==> config.mk <==
export PLATFORM = sky130hd
export DESIGN_NAME = flash_prog_seq
export DESIGN_NICKNAME = d
export VERILOG_FILES = /design/src/rtl/flash_seq_pkg.sv /design/src/rtl/flash_bus_cycle.sv /design/src/rtl/flash_wait_timer.sv /design/src/rtl/flash_prog_seq.sv
export SDC_FILE = /design/constraint.sdc
export NUM_CORES = 1
export LEC_CHECK = 0
export BUFFER_PORTS_ARGS = -buffer_cell sky130_fd_sc_hd__clkbuf_2
export CAP_MARGIN = 20
export CORE_ASPECT_RATIO = 1.1
export CORE_MARGIN = 2
export CORE_UTILIZATION = 60
export CTS_CLUSTER_DIAMETER = 40
export DETAILED_ROUTE_END_ITERATION = 6
export PLACE_DENSITY_LB_ADDON = 0.3
export SYNTH_ARGS = -nofsm -noshare
export SYNTH_HDL_FRONTEND = slang
export SYNTH_HIERARCHICAL = 1
export SYNTH_SLANG_ARGS = --single-unit
export TNS_END_PERCENT = 1
==> constraint.sdc <==
create_clock -name clk_i -period 5.45 [get_ports clk_i]
set_input_delay 0.545 -clock clk_i [delete_from_list [all_inputs] [get_ports clk_i]]
set_output_delay 0.545 -clock clk_i [all_outputs]
set_load 0.1 [all_outputs]
==> src/rtl/flash_seq_pkg.sv <==
package flash_seq_pkg;
  localparam logic [7:0] CMD_PGM_SETUP  = 8'h40;
  localparam logic [7:0] CMD_PGM_VERIFY = 8'hC0;

  typedef enum logic [2:0] {
    SQ_IDLE, SQ_SETUP, SQ_PROG, SQ_PWAIT, SQ_VFY, SQ_VWAIT, SQ_READ, SQ_CHECK
  } sq_state_e;

  typedef enum logic [2:0] {
    BC_IDLE, BC_SET, BC_PULSE, BC_HOLD, BC_TURN, BC_ACC
  } bc_state_e;
endpackage

==> src/rtl/flash_bus_cycle.sv <==
module flash_bus_cycle
  import flash_seq_pkg::*;
#(
  parameter int ADDR_W     = 16,
  parameter int WE_LOW_CYC = 3,
  parameter int RD_CYC     = 3
) (
  input  logic              clk_i,
  input  logic              rst_ni,
  input  logic              start_i,
  input  logic              write_i,
  input  logic [ADDR_W-1:0] addr_i,
  input  logic [7:0]        data_i,
  output logic              done_o,
  output logic [7:0]        rd_data_o,
  output logic              ce_n_o,
  output logic              we_n_o,
  output logic              oe_n_o,
  output logic              dq_oe_o,
  output logic [ADDR_W-1:0] addr_o,
  output logic [7:0]        dq_o,
  input  logic [7:0]        dq_i
);
  localparam int MAX_C = (WE_LOW_CYC > RD_CYC) ? WE_LOW_CYC : RD_CYC;
  localparam int CNT_W = $clog2(MAX_C + 1);

  bc_state_e         st_q;
  logic [CNT_W-1:0]  cnt_q;
  logic [ADDR_W-1:0] addr_q;
  logic [7:0]        data_q;
  logic [7:0]        rd_q;

  always_ff @(posedge clk_i or negedge rst_ni) begin
    if (!rst_ni) begin
      st_q   <= BC_IDLE;
      cnt_q  <= '0;
      addr_q <= '0;
      data_q <= '0;
      rd_q   <= '0;
    end else begin
      unique case (st_q)
        BC_IDLE: if (start_i) begin
          addr_q <= addr_i;
          data_q <= data_i;
          st_q   <= write_i ? BC_SET : BC_TURN;
        end
        BC_SET: begin
          st_q  <= BC_PULSE;
          cnt_q <= CNT_W'(WE_LOW_CYC - 1);
        end
        BC_PULSE: begin
          if (cnt_q == '0) st_q <= BC_HOLD;
          else             cnt_q <= cnt_q - 1'b1;
        end
        BC_HOLD: st_q <= BC_IDLE;
        BC_TURN: begin
          st_q  <= BC_ACC;
          cnt_q <= CNT_W'(RD_CYC - 1);
        end
        BC_ACC: begin
          if (cnt_q == '0) begin
            rd_q <= dq_i;
            st_q <= BC_IDLE;
          end else begin
            cnt_q <= cnt_q - 1'b1;
          end
        end
        default: st_q <= BC_IDLE;
      endcase
    end
  end

  // strobes decoded from one state register, no overlapping terms
  always_comb begin
    ce_n_o  = 1'b1;
    we_n_o  = 1'b1;
    oe_n_o  = 1'b1;
    dq_oe_o = 1'b0;
    unique case (st_q)
      BC_SET, BC_HOLD: begin ce_n_o = 1'b0; dq_oe_o = 1'b1; end
      BC_PULSE:        begin ce_n_o = 1'b0; dq_oe_o = 1'b1; we_n_o = 1'b0; end
      BC_TURN:         ce_n_o = 1'b0;
      BC_ACC:          begin ce_n_o = 1'b0; oe_n_o = 1'b0; end
      default: ;
    endcase
  end

  assign done_o    = (st_q == BC_HOLD) || ((st_q == BC_ACC) && (cnt_q == '0));
  assign rd_data_o = rd_q;
  assign addr_o    = addr_q;
  assign dq_o      = data_q;
endmodule

==> src/rtl/flash_wait_timer.sv <==
module flash_wait_timer #(
  parameter int CNT_W = 12
) (
  input  logic             clk_i,
  input  logic             rst_ni,
  input  logic             start_i,
  input  logic [CNT_W-1:0] len_i,
  output logic             exp_o
);
  logic [CNT_W-1:0] cnt_q;

  always_ff @(posedge clk_i or negedge rst_ni) begin
    if (!rst_ni)              cnt_q <= '0;
    else if (start_i)         cnt_q <= len_i;
    else if (cnt_q != '0)     cnt_q <= cnt_q - 1'b1;
  end

  assign exp_o = (cnt_q == CNT_W'(1));
endmodule

==> src/rtl/flash_prog_seq.sv <==
module flash_prog_seq
  import flash_seq_pkg::*;
#(
  parameter int ADDR_W     = 16,
  parameter int CLK_HZ     = 200_000_000,
  parameter int PROG_US    = 10,
  parameter int VFY_US     = 6,
  parameter int WE_LOW_CYC = 3,
  parameter int RD_CYC     = 3,
  parameter int MAX_TRIES  = 25
) (
  input  logic              clk_i,
  input  logic              rst_ni,
  input  logic              req_valid_i,
  output logic              req_ready_o,
  input  logic [ADDR_W-1:0] req_addr_i,
  input  logic [7:0]        req_data_i,
  output logic              done_o,
  output logic              fail_o,
  output logic [ADDR_W-1:0] flash_addr_o,
  output logic [7:0]        flash_dq_o,
  output logic              flash_dq_oe_o,
  input  logic [7:0]        flash_dq_i,
  output logic              flash_ce_n_o,
  output logic              flash_oe_n_o,
  output logic              flash_we_n_o
);
  localparam int CLK_KHZ  = CLK_HZ / 1000;
  localparam int PROG_CYC = (CLK_KHZ * PROG_US + 999) / 1000;
  localparam int VFY_CYC  = (CLK_KHZ * VFY_US + 999) / 1000;
  localparam int MAX_WAIT = (PROG_CYC > VFY_CYC) ? PROG_CYC : VFY_CYC;
  localparam int TMR_W    = $clog2(MAX_WAIT + 1);
  localparam int TRY_W    = $clog2(MAX_TRIES + 1);

  sq_state_e         st_q;
  logic [ADDR_W-1:0] addr_q;
  logic [7:0]        data_q;
  logic [TRY_W-1:0]  tries_q;
  logic              issue_q, tmr_go_q, done_q, fail_q;
  logic              bc_done, tmr_exp;
  logic [7:0]        bc_rd, bc_wdata;
  logic [TMR_W-1:0]  tmr_len;

  always_comb begin
    unique case (st_q)
      SQ_SETUP: bc_wdata = CMD_PGM_SETUP;
      SQ_VFY:   bc_wdata = CMD_PGM_VERIFY;
      default:  bc_wdata = data_q;
    endcase
  end

  assign tmr_len = (st_q == SQ_VWAIT) ? TMR_W'(VFY_CYC) : TMR_W'(PROG_CYC);

  always_ff @(posedge clk_i or negedge rst_ni) begin
    if (!rst_ni) begin
      st_q     <= SQ_IDLE;
      addr_q   <= '0;
      data_q   <= '0;
      tries_q  <= '0;
      issue_q  <= 1'b0;
      tmr_go_q <= 1'b0;
      done_q   <= 1'b0;
      fail_q   <= 1'b0;
    end else begin
      issue_q  <= 1'b0;
      tmr_go_q <= 1'b0;
      done_q   <= 1'b0;
      fail_q   <= 1'b0;
      unique case (st_q)
        SQ_IDLE: if (req_valid_i) begin
          addr_q  <= req_addr_i;
          data_q  <= req_data_i;
          tries_q <= TRY_W'(1);
          issue_q <= 1'b1;
          st_q    <= SQ_SETUP;
        end
        SQ_SETUP: if (bc_done) begin st_q <= SQ_PROG;  issue_q  <= 1'b1; end
        SQ_PROG:  if (bc_done) begin st_q <= SQ_PWAIT; tmr_go_q <= 1'b1; end
        SQ_PWAIT: if (tmr_exp) begin st_q <= SQ_VFY;   issue_q  <= 1'b1; end
        SQ_VFY:   if (bc_done) begin st_q <= SQ_VWAIT; tmr_go_q <= 1'b1; end
        SQ_VWAIT: if (tmr_exp) begin st_q <= SQ_READ;  issue_q  <= 1'b1; end
        SQ_READ:  if (bc_done) st_q <= SQ_CHECK;
        SQ_CHECK: begin
          if (bc_rd == data_q) begin
            done_q <= 1'b1;
            st_q   <= SQ_IDLE;
          end else if (tries_q == TRY_W'(MAX_TRIES)) begin
            fail_q <= 1'b1;
            st_q   <= SQ_IDLE;
          end else begin
            tries_q <= tries_q + 1'b1;
            issue_q <= 1'b1;
            st_q    <= SQ_SETUP;
          end
        end
        default: st_q <= SQ_IDLE;
      endcase
    end
  end

  flash_bus_cycle #(
    .ADDR_W(ADDR_W), .WE_LOW_CYC(WE_LOW_CYC), .RD_CYC(RD_CYC)
  ) u_bus (
    .clk_i    (clk_i),
    .rst_ni   (rst_ni),
    .start_i  (issue_q),
    .write_i  (st_q != SQ_READ),
    .addr_i   (addr_q),
    .data_i   (bc_wdata),
    .done_o   (bc_done),
    .rd_data_o(bc_rd),
    .ce_n_o   (flash_ce_n_o),
    .we_n_o   (flash_we_n_o),
    .oe_n_o   (flash_oe_n_o),
    .dq_oe_o  (flash_dq_oe_o),
    .addr_o   (flash_addr_o),
    .dq_o     (flash_dq_o),
    .dq_i     (flash_dq_i)
  );

  flash_wait_timer #(.CNT_W(TMR_W)) u_tmr (
    .clk_i  (clk_i),
    .rst_ni (rst_ni),
    .start_i(tmr_go_q),
    .len_i  (tmr_len),
    .exp_o  (tmr_exp)
  );

  assign req_ready_o = (st_q == SQ_IDLE);
  assign done_o      = done_q;
  assign fail_o      = fail_q;
endmodule

# Word level (Yosys, flattened, before mapping)
# Cells that the tools add are included.
dict set report word_totals {
  output_inout_bits 31
  word_cells 109
  ff_bits 84
  in_bits 35
}
dict set report classes {
  reduce_logical 22
  eq_ne 29
  add_sub_neg 3
  n_mux 41
}
# cell count
set op_table {}
lappend op_table {{2-to-1 mux 3 bit} 11}
lappend op_table {{case mux 3 bit (8 select lines)} 1}
lappend op_table {{2-to-1 mux 11 bit} 2}
lappend op_table {{!= test 2 bit (second input constant)} 11}
lappend op_table {{equality test 3 bit (second input constant)} 6}
lappend op_table {{2-to-1 mux 1 bit} 17}
lappend op_table {{case mux 8 bit (2 select lines)} 1}
lappend op_table {{2-to-1 mux 5 bit} 3}
lappend op_table {{case mux 3 bit (5 select lines)} 1}
lappend op_table {{equality test 3 x 2 -> 1 bit (second input constant)} 4}
lappend op_table {{equality test 11 x 1 -> 1 bit (second input constant)} 1}
lappend op_table {{nonzero test 11 bit} 1}
lappend op_table {{subtractor 11 x 1 -> 11 bit (second input constant)} 1}
lappend op_table {{2-to-1 mux 10 bit} 1}
lappend op_table {{case mux 5 bit (2 select lines)} 1}
lappend op_table {{equality test 8 bit} 1}
lappend op_table {{AND reduction 2 bit} 4}
lappend op_table {{OR reduction 2 bit} 4}
lappend op_table {{AND reduction 7 bit} 1}
lappend op_table {{equality test 3 x 1 -> 1 bit (second input constant)} 2}
lappend op_table {{logical NOT 3 bit} 2}
lappend op_table {{nonzero test 2 bit} 3}
lappend op_table {{adder 5 x 1 -> 5 bit (second input constant)} 1}
lappend op_table {{equality test 5 bit (second input constant)} 1}
lappend op_table {{13 further kinds} 14}

# Longest topological paths before layout
# Gate-level depths: netlist of the first run.
dict set report logic_depth {
  word_depth 5
  depth_mapped 10
}

# By module
# The synthesis of the first run kept the hierarchy.
# mod seq_area_each_um2 cells_per_inst instances area_per_inst_um2
set modules_own_cells {}
lappend modules_own_cells {flash_prog_seq 900.9 193 1 1751.7}
lappend modules_own_cells {flash_bus_cycle 925.9 112 1 1689.1}
lappend modules_own_cells {flash_wait_timer 275.3 67 1 659.4}

# Worst setup path before layout of the first run
# OpenSTA, ideal clock, no wires.
dict set report synth_timing {
  path_type {register to output}
  startpoint {reg u_bus.st_q[2]}
  endpoint {out flash_dq_oe_o}
  required_time_ns 4.905
  stages_incl_launch_ff 4
  arrival_time_ns 1.914
  slack_ns 2.991
  cell_sequence {dfrtp_1 > buf_6 > buf_2 > nor2_1}
}
dict set report synth_via {
  elab_chain_cells 3
  word_cells_on_any_way 5
  cone_classes {3 x eq/ne; 1 x mux; 1 x reduce/logical}
}
# item line
set synth_rtl {}
lappend synth_rtl {{start: declaration} flash_bus_cycle.sv:27} ;# bc_state_e st_q;
lappend synth_rtl {{start signal: assignment} flash_bus_cycle.sv:45} ;# st_q <= write_i ? BC_SET : BC_TURN;
lappend synth_rtl {{equality test 3 x 1 -> 1 bit / equality test 3 x 2 -> 1 bit (equally long branches)} flash_bus_cycle.sv:79} ;# unique case (st_q)
lappend synth_rtl {{OR reduction 3 bit (no source line) *} -}
lappend synth_rtl {{2-to-1 mux 1 bit *} flash_bus_cycle.sv:79}
lappend synth_rtl {{end: declaration} flash_prog_seq.sv:22} ;# output logic flash_dq_oe_o,
# Every way passes the cells marked *; elsewhere a longest branch is shown, timed or not.

# Worst setup path in the final report of the first run
dict set report layout_timing {
  startpoint {reg u_bus.st_q[1]}
  endpoint {out flash_we_n_o}
}
dict set report layout_via {
  elab_chain_cells 2
}
# item line
set layout_rtl {}
lappend layout_rtl {{equality test 3 x 2 -> 1 bit} flash_bus_cycle.sv:79}
lappend layout_rtl {{2-to-1 mux 1 bit} flash_bus_cycle.sv:79}
lappend layout_rtl {{end: declaration} flash_prog_seq.sv:26} ;# output logic flash_we_n_o
# No other way between the ends.

==> Flow_metrics.wiki, run 1 <==
{| class="wikitable"
! Metric !! Value
|-
| Power per standard cell area || 646.8 nW/um^2
|-
| Detailed-route DRC error count || 0
|-
| Initial Utilization || 0.6218
|-
| Maximum buffer depth of the clock tree || 2
|-
| CP cell instances || or3b_1, clkbuf_2
|-
| Setup CP Type || flop to output pin
|-
| Shortest clock period the worst path allows after layout || 2.376 ns
|-
| Root Buffer || sky130_fd_sc_hd__clkbuf_8
|-
| First-pass GRT wire length || 13.62 mm
|-
| Count of pins over their slew limit || 0
|-
| Die X || 82.82 um
|-
| Clock slew at the register clock pins of the worst setup and hold paths || 0.08 ns
|-
| Share of flip-flops with an asynchronous set or reset after synthesis || 1.000
|-
| Synth top area cells || sky130_fd_sc_hd__dfrtp_1 51%, sky130_fd_sc_hd__nand2_1 8.3%, sky130_fd_sc_hd__mux2_4 7.3%
|-
| Clock latency of the later-clocked register in the worst-skew pair || 0.35 ns
|-
| Relative slew slack || 0.3125
|-
| Reg2reg setup slack || 3.21 ns
|-
| Data required, critical path || 4.91 ns
|-
| Total number of vias || 2823
|-
| Met1 WL || 3.650 mm
|-
| Routed length on met2 || 3.851 mm
|-
| GRT Residual Overflow || 0
|-
| Maximum number of pins on one net before global-route repair || 85
|-
| Final WL || 7.886 mm
|-
| Status || complete, no violations
|-
| Worst setup startpoint || u_bus/st_q[1]
|-
| Antenna Cells || 0
|-
| Mean post-synth cell area || 11.02 um^2
|-
| Vias in the first global route || 2844
|-
| Area growth from synthesis to layout || 12.66%
|-
| Layout cell share with drive strength beyond 1 || 0.2932
|-
| Post-Syn Instances || 372
|-
| Max Cap Viol || 0
|-
| Depth of the most critical reg-to-reg path || 7
|-
| Flop and latch count out of synthesis || 84
|-
| Area of the mapped netlist || 4100 um^2
|-
| Hold Crit Class || primary input to async pin
|-
| Net count of the finished layout || 475
|-
| Number of buffers inserted to repair setup after CTS || 0
|-
| Post-cts gate resize count || 0
|-
| Critical Path Max Stage Delay || 0.63 ns
|-
| Type of element launching the critical path || flop
|-
| Average wire per cell in the routed design || 15.11 um
|-
| Total iterations of the first detailed-routing run || 4
|-
| Final number of setup-violating endpoints || 0
|-
| Most instantiated cells after synthesis || 91 x sky130_fd_sc_hd__nand2_1, 84 x sky130_fd_sc_hd__dfrtp_1, 20 x sky130_fd_sc_hd__mux2_4
|-
| Max FO, Critical Path || 13
|-
| Achievable clock frequency || 420.9 MHz
|-
| Critical Path Sink || flash_we_n_o
|-
| Post-detail-place hpwl || 5.243 mm
|-
| Floorplan die area || 7512 um^2
|-
| TritonCTS Buffers || 9
|-
| Count of pins on the block boundary || 66
|-
| Post-synthesis sequential area ratio || 0.5127
|-
| Routed met3 length || 283 um
|-
| Post-synth cell types || 62
|-
| Static leakage || 0.002292 uW
|-
| CORE AREA || 6594 um^2
|-
| Crit share post-route || 0.4359
|-
| Most frequent cell after synthesis || sky130_fd_sc_hd__nand2_1
|-
| Total placed instance area || 4400 um^2
|-
| Dominant cell type by area after synthesis || sky130_fd_sc_hd__dfrtp_1
|-
| Starting DRC count in detailed routing || 127
|-
| Number of port buffers || 65
|-
| Main synth FF type || sky130_fd_sc_hd__dfrtp_1
|-
| Detail Route Antenna Nets || 0
|-
| Worst endpoint data arrival time || 1.83 ns
|-
| Row count || 31
|-
| Number of H-tree levels || 3
|-
| Final Hold Fails || 0
|-
| Die Ht || 90.70 um
|-
| Utilization after layout || 0.7006
|-
| Via-per-instance ratio || 5.408
|-
| Share of the synthesized area in the top cell type || 0.5127
|-
| Number of enable flip-flop cells after synthesis || 0
|-
| Worst-Margin Slew || 1.029 ns
|-
| Final design instance area without fill || 4619 um^2
|-
| Total clock sinks || 84
|-
| R2R Path Start || u_tmr/cnt_q[4]
|-
| Unrepaired setup endpoints after global routing || no
|-
| GR Util All Layers || 0.2236
|-
| Nature of the critical path endpoint || output pin
|-
| Warnings from Yosys || 6
|-
| Capturing point of the worst reg2reg path || st_q[1]
|-
| Clock tree from TritonCTS || built
|-
| Critical path's slowest cell || sky130_fd_sc_hd__dfrtp_1
|-
| Top layer used by detailed routing || met4
|-
| Hold-fix buffer count after cts || 0
|-
| Setup tns final || 0 ns
|-
| Number of antenna violations at the first check in global routing || 0
|-
| Clock skew || 0.01004 ns
|-
| Routability Congestion || 0.8095
|-
| Highest ir drop seen on vdd || 0.0004574 V
|}
==> state kept, by name, indices dropped and copies added (netlist names) <==
| register | count |
|---|---|
| issue_q | 1 |
| st_q | 3 |
| u_bus/rd_data_o | 8 |
| u_bus/dq_o | 8 |
| addr_q | 16 |
| tmr_go_q | 1 |
| tries_q | 5 |
| u_bus/addr_o | 16 |
| u_bus/st_q | 3 |
| done_o | 1 |
| u_tmr/cnt_q | 11 |
| data_q | 8 |
| u_bus/cnt_q | 2 |
| fail_o | 1 |
==> per-stage QoR <==
stage	setup WS, ns	cells	power [uW]	hold slack [ns]
after CTS	3.066	521	3008	0.3671
after detailed placement	3.203	505	2562	0.4661
after floorplan	2.991	377	2337	0.2494
final	3.074	522	2988	0.03672
after global routing	2.850	522	3162	0.02871
after global placement	3.273	505	2515	0.4568
==> where the power goes <==
| group | total, uW | switching, uW | internal, uW | leakage [uW] |
|---|---|---|---|---|
| combinational | 1480 | 1030 | 449 | 0.00116 |
| clock | 437 | 222 | 215 | 0.0000943 |
| sequential | 1070 | 216 | 852 | 0.00104 |
==> critical path, delay by kind of cell (launching register included) <==
family                 cells  cell delay (ns)
buffers and inverters      1             0.40
DFF                        1             0.63
and+or+nand+nor            1             0.46
==> cells in the final DEF, fill, tap and decap left out, types with 3 or more instances in the layout <==
| master | n |
|---|---|
| sky130_fd_sc_hd__conb_1 | 7 |
| sky130_fd_sc_hd__nor3b_1 | 4 |
| sky130_fd_sc_hd__nand2_1 | 91 |
| sky130_fd_sc_hd__clkbuf_2 | 64 |
| sky130_fd_sc_hd__nor3_1 | 4 |
| sky130_fd_sc_hd__nor2b_1 | 8 |
| sky130_fd_sc_hd__mux2_4 | 20 |
| sky130_fd_sc_hd__mux2_2 | 14 |
| sky130_fd_sc_hd__a21oi_1 | 5 |
| sky130_fd_sc_hd__nand2b_1 | 4 |
| sky130_fd_sc_hd__dfrtp_1 | 84 |
| sky130_fd_sc_hd__xor2_1 | 3 |
| sky130_fd_sc_hd__o21ai_0 | 9 |
| sky130_fd_sc_hd__o31ai_1 | 3 |
| sky130_fd_sc_hd__mux2i_1 | 7 |
| sky130_fd_sc_hd__nor2_1 | 13 |
| sky130_fd_sc_hd__clkbuf_8 | 9 |
| sky130_fd_sc_hd__nand3_1 | 5 |
| sky130_fd_sc_hd__xnor2_1 | 16 |
| sky130_fd_sc_hd__inv_1 | 8 |
| sky130_fd_sc_hd__ha_1 | 5 |
==> layout make-up <==
type | count | area (um^2)
inverters | 8 | 30.03
repair buffers | 66 | 355.3
well taps | 82 | 102.6
clock buffers | 11 | 131.4
multi-input cells | 266 | 1838
fillers | 491 | 1974
flip-flops and latches | 84 | 2102
clock inverters | 5 | 60.06
==> cells by family (layout without fill, tap and decap cells) <==
family / Yosys count / in the layout / share of synthesized area
AND/OR/NAND/NOR: 156 / 156 / 0.1907
multiplexers: 42 / 42 / 0.1315
XOR/XNOR: 19 / 19 / 0.04059
other: 2 / 7 / 0.001832
buffers and inverters: 27 / 90 / 0.04364
flip-flops: 84 / 84 / 0.5127
adder cells (fa/ha/maj): 5 / 5 / 0.01526
AO/OA/AOI/OAI: 37 / 37 / 0.06378
==> metal layers <==
layer,track usage,vias to the layer above
met4,0.08333,0
met2,0.3663,58
met5,0,-
li1,-,1370
met3,0.04022,8
met1,0.2985,1387
==> worst min path at each step <==
stage | start | end | slack, ns | cells after the start
after floorplan | rst_ni | addr_q[0] | 0.25 | 0
after global placement | addr_q[4] | addr_q[4] | 0.46 | 2
after detailed placement | addr_q[10] | addr_q[10] | 0.47 | 2
after CTS | req_addr_i[12] | addr_q[12] | 0.37 | 3
after global routing | rst_ni | u_tmr/cnt_q[4] | 0.03 | 1
final | rst_ni | u_tmr/cnt_q[4] | 0.04 | 1
Power figures use the tool's default switching activity.
==> inputs of run 2 (changes only) <==
- CORE_UTILIZATION: 60 -> 51
- clock period: 5.45 -> 2 ns (I/O delays scaled with it)
==> Flow_metrics.wiki, run 2 (synthesized netlist as in run 1, its figures left out) <==
{| class="wikitable"
! Metric !! Value
|-
| Cell internal power dissipation || 4335 uW
|-
| Highest ir drop seen on vdd || 0.0008309 V
|-
| Area growth from synthesis to layout || 19.26%
|-
| Data required, critical path || 2.24 ns
|-
| Antenna Cells || 0
|-
| Utilization after layout || 0.6213
|-
| Vias in the first global route || 2799
|-
| Maximum buffer depth of the clock tree || 2
|-
| Final number of setup-violating endpoints || 0
|-
| Relative slew slack || 0.5916
|-
| Maximum number of pins on one net before global-route repair || 59
|-
| Power per standard cell area || 1726 nW/um^2
|-
| Most common library cell in the layout ignoring fill and taps || sky130_fd_sc_hd__nand2_1
|-
| Clock skew || 0.009599 ns
|-
| Floorplan die area || 8774 um^2
|-
| CORE AREA || 7870 um^2
|-
| Switching part of the total power || 0.4863
|-
| Net count of the finished layout || 498
|-
| Layout cell share with drive strength beyond 1 || 0.3456
|-
| Number of H-tree levels || 3
|-
| Via-per-instance ratio || 5.047
|-
| Switching component of the power || 4104 uW
|-
| Clock network fraction of total power || 0.148
|-
| First-pass GRT wire length || 12.98 mm
|-
| Die X || 89.49 um
|-
| Min setup slack post-route || 0.01946 ns
|-
| Static leakage || 0.002420 uW
|-
| Max Cap Viol || 0
|-
| Achievable clock frequency || 504.9 MHz
|-
| Total number of vias || 2882
|-
| Nature of the critical path endpoint || flop
|-
| Number of antenna violations at the first check in global routing || 0
|-
| Seq pwr share || 0.340
|-
| Root Buffer || sky130_fd_sc_hd__clkbuf_8
|-
| Initial Utilization || 0.5210
|-
| Type of element launching the critical path || flop
|-
| Worst-Margin Slew || 0.6080 ns
|-
| Commonest cells after routing, fill and taps aside || 91 x sky130_fd_sc_hd__nand2_1, 81 x sky130_fd_sc_hd__dfrtp_1, 62 x sky130_fd_sc_hd__clkbuf_2
|-
| Setup CP Type || flop to flop
|-
| Average wire per cell in the routed design || 13.64 um
|-
| Detailed-route DRC error count || 0
|-
| Starting DRC count in detailed routing || 198
|-
| Shortest clock period the worst path allows after layout || 1.981 ns
|-
| Final WL || 7.791 mm
|-
| Clock tree from TritonCTS || built
|-
| Routability Congestion || 0.8085
|-
| Unrepaired setup endpoints after global routing || yes
|-
| Combinational share of power || 0.512
|-
| GR Util All Layers || 0.1903
|-
| Clock slew at the register clock pins of the worst setup and hold paths || 0.09 ns
|-
| Post-detail-place hpwl || 5.465 mm
|-
| Crit share post-route || 0.9903
|-
| Final design instance area without fill || 4890 um^2
|-
| Clock latency of the later-clocked register in the worst-skew pair || 0.35 ns
|-
| Total placed instance area || 4617 um^2
|-
| TritonCTS Buffers || 9
|-
| Filler cells || 625
|-
| GRT Residual Overflow || 0
|-
| Total clock sinks || 84
|-
| Die Ht || 98.04 um
|-
| Status || complete, no violations
|-
| Worst endpoint data arrival time || 2.22 ns
|-
| Row count || 34
|-
| Final Hold Fails || 0
|-
| Number of port buffers || 65
|-
| Hold Crit Class || primary input to flop
|-
| Total iterations of the first detailed-routing run || 4
|-
| Setup slack after placement || -0.01920 ns
|-
| Count of pins on the block boundary || 66
|-
| Detail Route Antenna Nets || 0
|-
| Count of pins over their slew limit || 0
|-
| Max FO, Critical Path || 5
|}
[run 2: cell types whose count changed in the layout (fill, tap and decap cells not counted), sizes merged]
| cell | previous run | this run |
|---|---|---|
| buf | 2 | 26 |
| clkbuf | 75 | 71 |
| dlygate4sd3 | 0 | 1 |
| inv | 10 | 12 |
[run 2: worst paths after layout]
| check | from | endpoint | slack, ns | cells after the start |
|---|---|---|---|---|
| min in group asynchronous | rst_ni | u_tmr/cnt_q[2] | 0.30 | 2 |
| min | req_addr_i[12] | addr_q[12] | 0.03 | 3 |
| min reg2reg | addr_q[4] | addr_q[4] | 0.48 | 2 |
| max in group asynchronous | rst_ni | u_tmr/cnt_q[3] | 1.08 | 3 |
| max reg2reg | u_tmr/cnt_q[4] | u_tmr/cnt_q[6] | 0.02 | 5 |
| max | u_tmr/cnt_q[4] | u_tmr/cnt_q[6] | 0.02 | 5 |
[run 2: critical path, stage by stage, from the launching register on]
cell and delay (ns):
sky130_fd_sc_hd__dfrtp_2 0.45, sky130_fd_sc_hd__or4_4 0.57, sky130_fd_sc_hd__nor4_4 0.40, sky130_fd_sc_hd__buf_4 0.18, sky130_fd_sc_hd__nor2_1 0.04, sky130_fd_sc_hd__a22o_1 0.22
[run 2: stage by stage]
step	total power, uW	setup TNS, ns	std cells	hold WS (ns)
detailed placement	7147	-0.01920	551	0.1397
finish	8439	0	571	0.03161
CTS	8437	0	568	0.01998
floorplan	6385	-0.04392	377	-0.09559
global route	8933	-0.3419	571	0.01934
global placement	7048	-0.03044	551	0.1410
[run 2: layer usage]
metal | part of all wire | vias to the layer above | track usage | wire length (um)
met5 | 0 | - | 0 | 0
met4 | 0.016 | 0 | 0.07003 | 125
met3 | 0.032 | 11 | 0.03888 | 250
met2 | 0.52 | 46 | 0.3026 | 4014
met1 | 0.44 | 1404 | 0.2566 | 3402
li1 | - | 1421 | - | -
[run 2: layout make-up]
| class | instances | area (um^2) | area share |
|---|---|---|---|
| inverter | 8 | 30.03 | 0.006141 |
| clock inverter | 7 | 80.08 | 0.01638 |
| tap | 108 | 135.1 | 0.02764 |
| multi-input combinational | 266 | 1877 | 0.3838 |
| sequential | 84 | 2106 | 0.4307 |
| timing repair buffer | 89 | 538.0 | 0.1100 |
| clock buffer | 9 | 123.9 | 0.02533 |
[run 2: power groups by stage]
stage          combinational [uW]  sequential [uW]  clock, uW
5_1_grt                      4610             2970       1350
6_report                     4320             2870       1250
3_3_place_gp                 4210             2830          0
2_1_floorplan                2150             4240          0
4_1_cts                      4300             2850       1290
3_5_place_dp                 4280             2870          0
[run 2: what timing repair did]
action	4_1_cts	5_1_grt
resized for setup	2	10
pin swaps	0	5
hold buffers	1	0
hold endpoints to repair	26	0
endpoints found under the setup margin	3	10
buffers inserted	0	3
==> inputs of run 3 (changes only) <==
- PLACE_DENSITY: default -> 0.85
- PLACE_DENSITY_LB_ADDON: 0.3 -> default
==> Flow_metrics.wiki, run 3 (synthesized netlist as in run 1, its figures left out) <==
{| class="wikitable"
! Metric !! Value
|-
| Status || finished, violations left
|-
| Violated checks || negative setup slack
|-
| Starting DRC count in detailed routing || 137
|-
| Routability Congestion || 0.8440
|-
| First-pass GRT wire length || 14.17 mm
|-
| Clock network fraction of total power || 0.162
|-
| Routed met3 length || 298 um
|-
| Final Hold Fails || 0
|-
| Max FO, Critical Path || 6
|-
| Crit share post-route || 1.050
|-
| Clock latency of the later-clocked register in the worst-skew pair || 0.37 ns
|-
| Worst Min Path Start || req_addr_i[5]
|-
| Number of buffers inserted to repair setup after CTS || 0
|-
| R2R Path Start || u_tmr/cnt_q[3]
|-
| Unrepaired setup endpoints after global routing || yes
|-
| Total placed instance area || 4584 um^2
|-
| Average wire per cell in the routed design || 15.17 um
|-
| Count of pins on the block boundary || 66
|-
| Post-detail-place hpwl || 5.834 mm
|-
| Critical path's slowest cell || sky130_fd_sc_hd__dfrtp_2
|-
| Final WL || 8.523 mm
|-
| Area growth from synthesis to layout || 19.07%
|-
| Floorplan die area || 8774 um^2
|-
| Routed length on met2 || 4.493 mm
|-
| Nature of the critical path endpoint || flop
|-
| Row count || 34
|-
| Critical Path Max Stage Delay || 0.48 ns
|-
| Data required, critical path || 2.28 ns
|-
| Layout cell share with drive strength beyond 1 || 0.3348
|-
| Met1 WL || 3.509 mm
|-
| Via-per-instance ratio || 5.165
|-
| Worst-Margin Slew || 0.6654 ns
|-
| Die Ht || 98.04 um
|-
| Die X || 89.49 um
|-
| Most common library cell in the layout ignoring fill and taps || sky130_fd_sc_hd__nand2_1
|-
| Highest ir drop seen on vdd || 0.0008189 V
|-
| Area taken by multi-input logic gates || 1891 um^2
|-
| Initial Utilization || 0.5210
|-
| Count of pins over their slew limit || 0
|-
| Detail Route Antenna Nets || 0
|-
| Vias in the first global route || 2969
|-
| Detailed-route DRC error count || 0
|-
| Net count of the finished layout || 489
|-
| Combinational share of power || 0.497
|-
| Number of antenna violations at the first check in global routing || 0
|-
| Flip-flop and latch area || 2106 um^2
|-
| Clock tree from TritonCTS || built
|-
| Total clock sinks || 84
|-
| Switching part of the total power || 0.4867
|-
| Combined buffer and inverter count along the critical path || 1
|-
| Antenna Cells || 0
|-
| Shortest clock period the worst path allows after layout || 2.100 ns
|-
| Static leakage || 0.002404 uW
|-
| Seq pwr share || 0.341
|-
| Power per standard cell area || 1765 nW/um^2
|-
| GRT Residual Overflow || 0
|-
| Max Cap Viol || 0
|-
| Switching component of the power || 4193 uW
|-
| Setup slack after placement || -0.2518 ns
|-
| Commonest cells after routing, fill and taps aside || 91 x sky130_fd_sc_hd__nand2_1, 81 x sky130_fd_sc_hd__dfrtp_1, 61 x sky130_fd_sc_hd__clkbuf_2
|-
| Clock slew at the register clock pins of the worst setup and hold paths || 0.10 ns
|-
| Number of H-tree levels || 3
|-
| Root Buffer || sky130_fd_sc_hd__clkbuf_8
|-
| Final number of setup-violating endpoints || 2
|-
| CORE AREA || 7870 um^2
|-
| Min setup slack post-route || -0.1001 ns
|-
| Tightest hold margin || 0.01139 ns
|-
| Hold Crit Class || primary input to flop
|-
| Clock skew || 0.01814 ns
|-
| Achievable clock frequency || 476.2 MHz
|-
| Number of port buffers || 65
|-
| Top layer used by detailed routing || met4
|-
| Total iterations of the first detailed-routing run || 5
|-
| Final design instance area without fill || 4882 um^2
|-
| Worst setup startpoint || u_tmr/cnt_q[3]
|-
| Filler cells || 582
|-
| Worst endpoint data arrival time || 2.38 ns
|-
| Relative slew slack || 0.5564
|-
| Cell internal power dissipation || 4422 uW
|-
| Maximum number of pins on one net before global-route repair || 73
|-
| GR Util All Layers || 0.2082
|-
| Family of cells with the greatest summed delay on the critical path || simple AND/OR/NAND/NOR gates
|-
| TritonCTS Buffers || 9
|-
| CP cell instances || nor4_4, nand3_2, nor4b_4, buf_4, nor4bb_2, nor3_2, o2111a_2, xor2_1
|-
| Maximum buffer depth of the clock tree || 2
|-
| Total number of vias || 2903
|-
| Setup CP Type || flop to flop
|-
| Type of element launching the critical path || flop
|}
run 3: cell count changes in the layout (fill, tap and decap cells not counted), sizes merged:
cell and change:
clkinvlp -1, buf -10, bufinv +1, clkbuf +1
run 3: final cells by class:
type	instances	share of cell area
sequential	84	0.4313
clock buffer	9	0.02537
clock inverter	7	0.02153
timing repair buffer	80	0.1007
inverter	8	0.006151
multi-input combinational	266	0.3872
tap	108	0.02768
run 3: per-layer routing:
| metal | vias up | GRT usage |
|---|---|---|
| met5 | - | 0 |
| met4 | 0 | 0.08955 |
| met3 | 24 | 0.04396 |
| met2 | 58 | 0.3442 |
| met1 | 1417 | 0.2602 |
| li1 | 1404 | - |
run 3: final timing paths:
| path | to | slack [ns] | cells after the start |
|---|---|---|---|
| worst min-delay path | addr_q[5] | 0.01 | 3 |
| max in group asynchronous | u_tmr/cnt_q[4] | 1.17 | 3 |
| worst max register to register | st_q[1] | -0.10 | 8 |
| min in group asynchronous | addr_q[1] | 0.21 | 2 |
| worst min register to register | addr_q[4] | 0.48 | 2 |
| worst max-delay path | st_q[1] | -0.10 | 8 |
run 3: repair_timing:
action | CTS | global route
endpoints found under the setup margin | 7 | 11
gates resized for setup | 9 | 7
pin swaps | 1 | 1
hold endpoints to repair | 12 | 0
gates cloned | 0 | 0
hold buffers | 1 | 0
run 3: metrics by stage:
step                      total power (uW)  cells  utilization  setup TNS, ns
after floorplan                       6385    377            -       -0.04392
after global placement                6986    545       0.5825       -0.04171
after detailed placement              7147    545       0.5825        -0.5093
after CTS                             8612    562       0.6181       -0.06561
after global routing                  9079    562       0.6204        -0.5584
final                                 8615    562       0.6204        -0.1470
run 3: power groups by stage:
stage	logic (uW)	registers (uW)	clock network, uW
after floorplan	2150	4240	0
after global placement	4120	2870	0
after detailed placement	4230	2920	0
after CTS	4280	2920	1410
after global routing	4550	3040	1490
final	4280	2940	1390
run 3: worst min-delay path, stage by stage:
cell                       delay, ns
sky130_fd_sc_hd__clkbuf_2       0.07
sky130_fd_sc_hd__nand2_1        0.04
sky130_fd_sc_hd__nand2_1        0.05
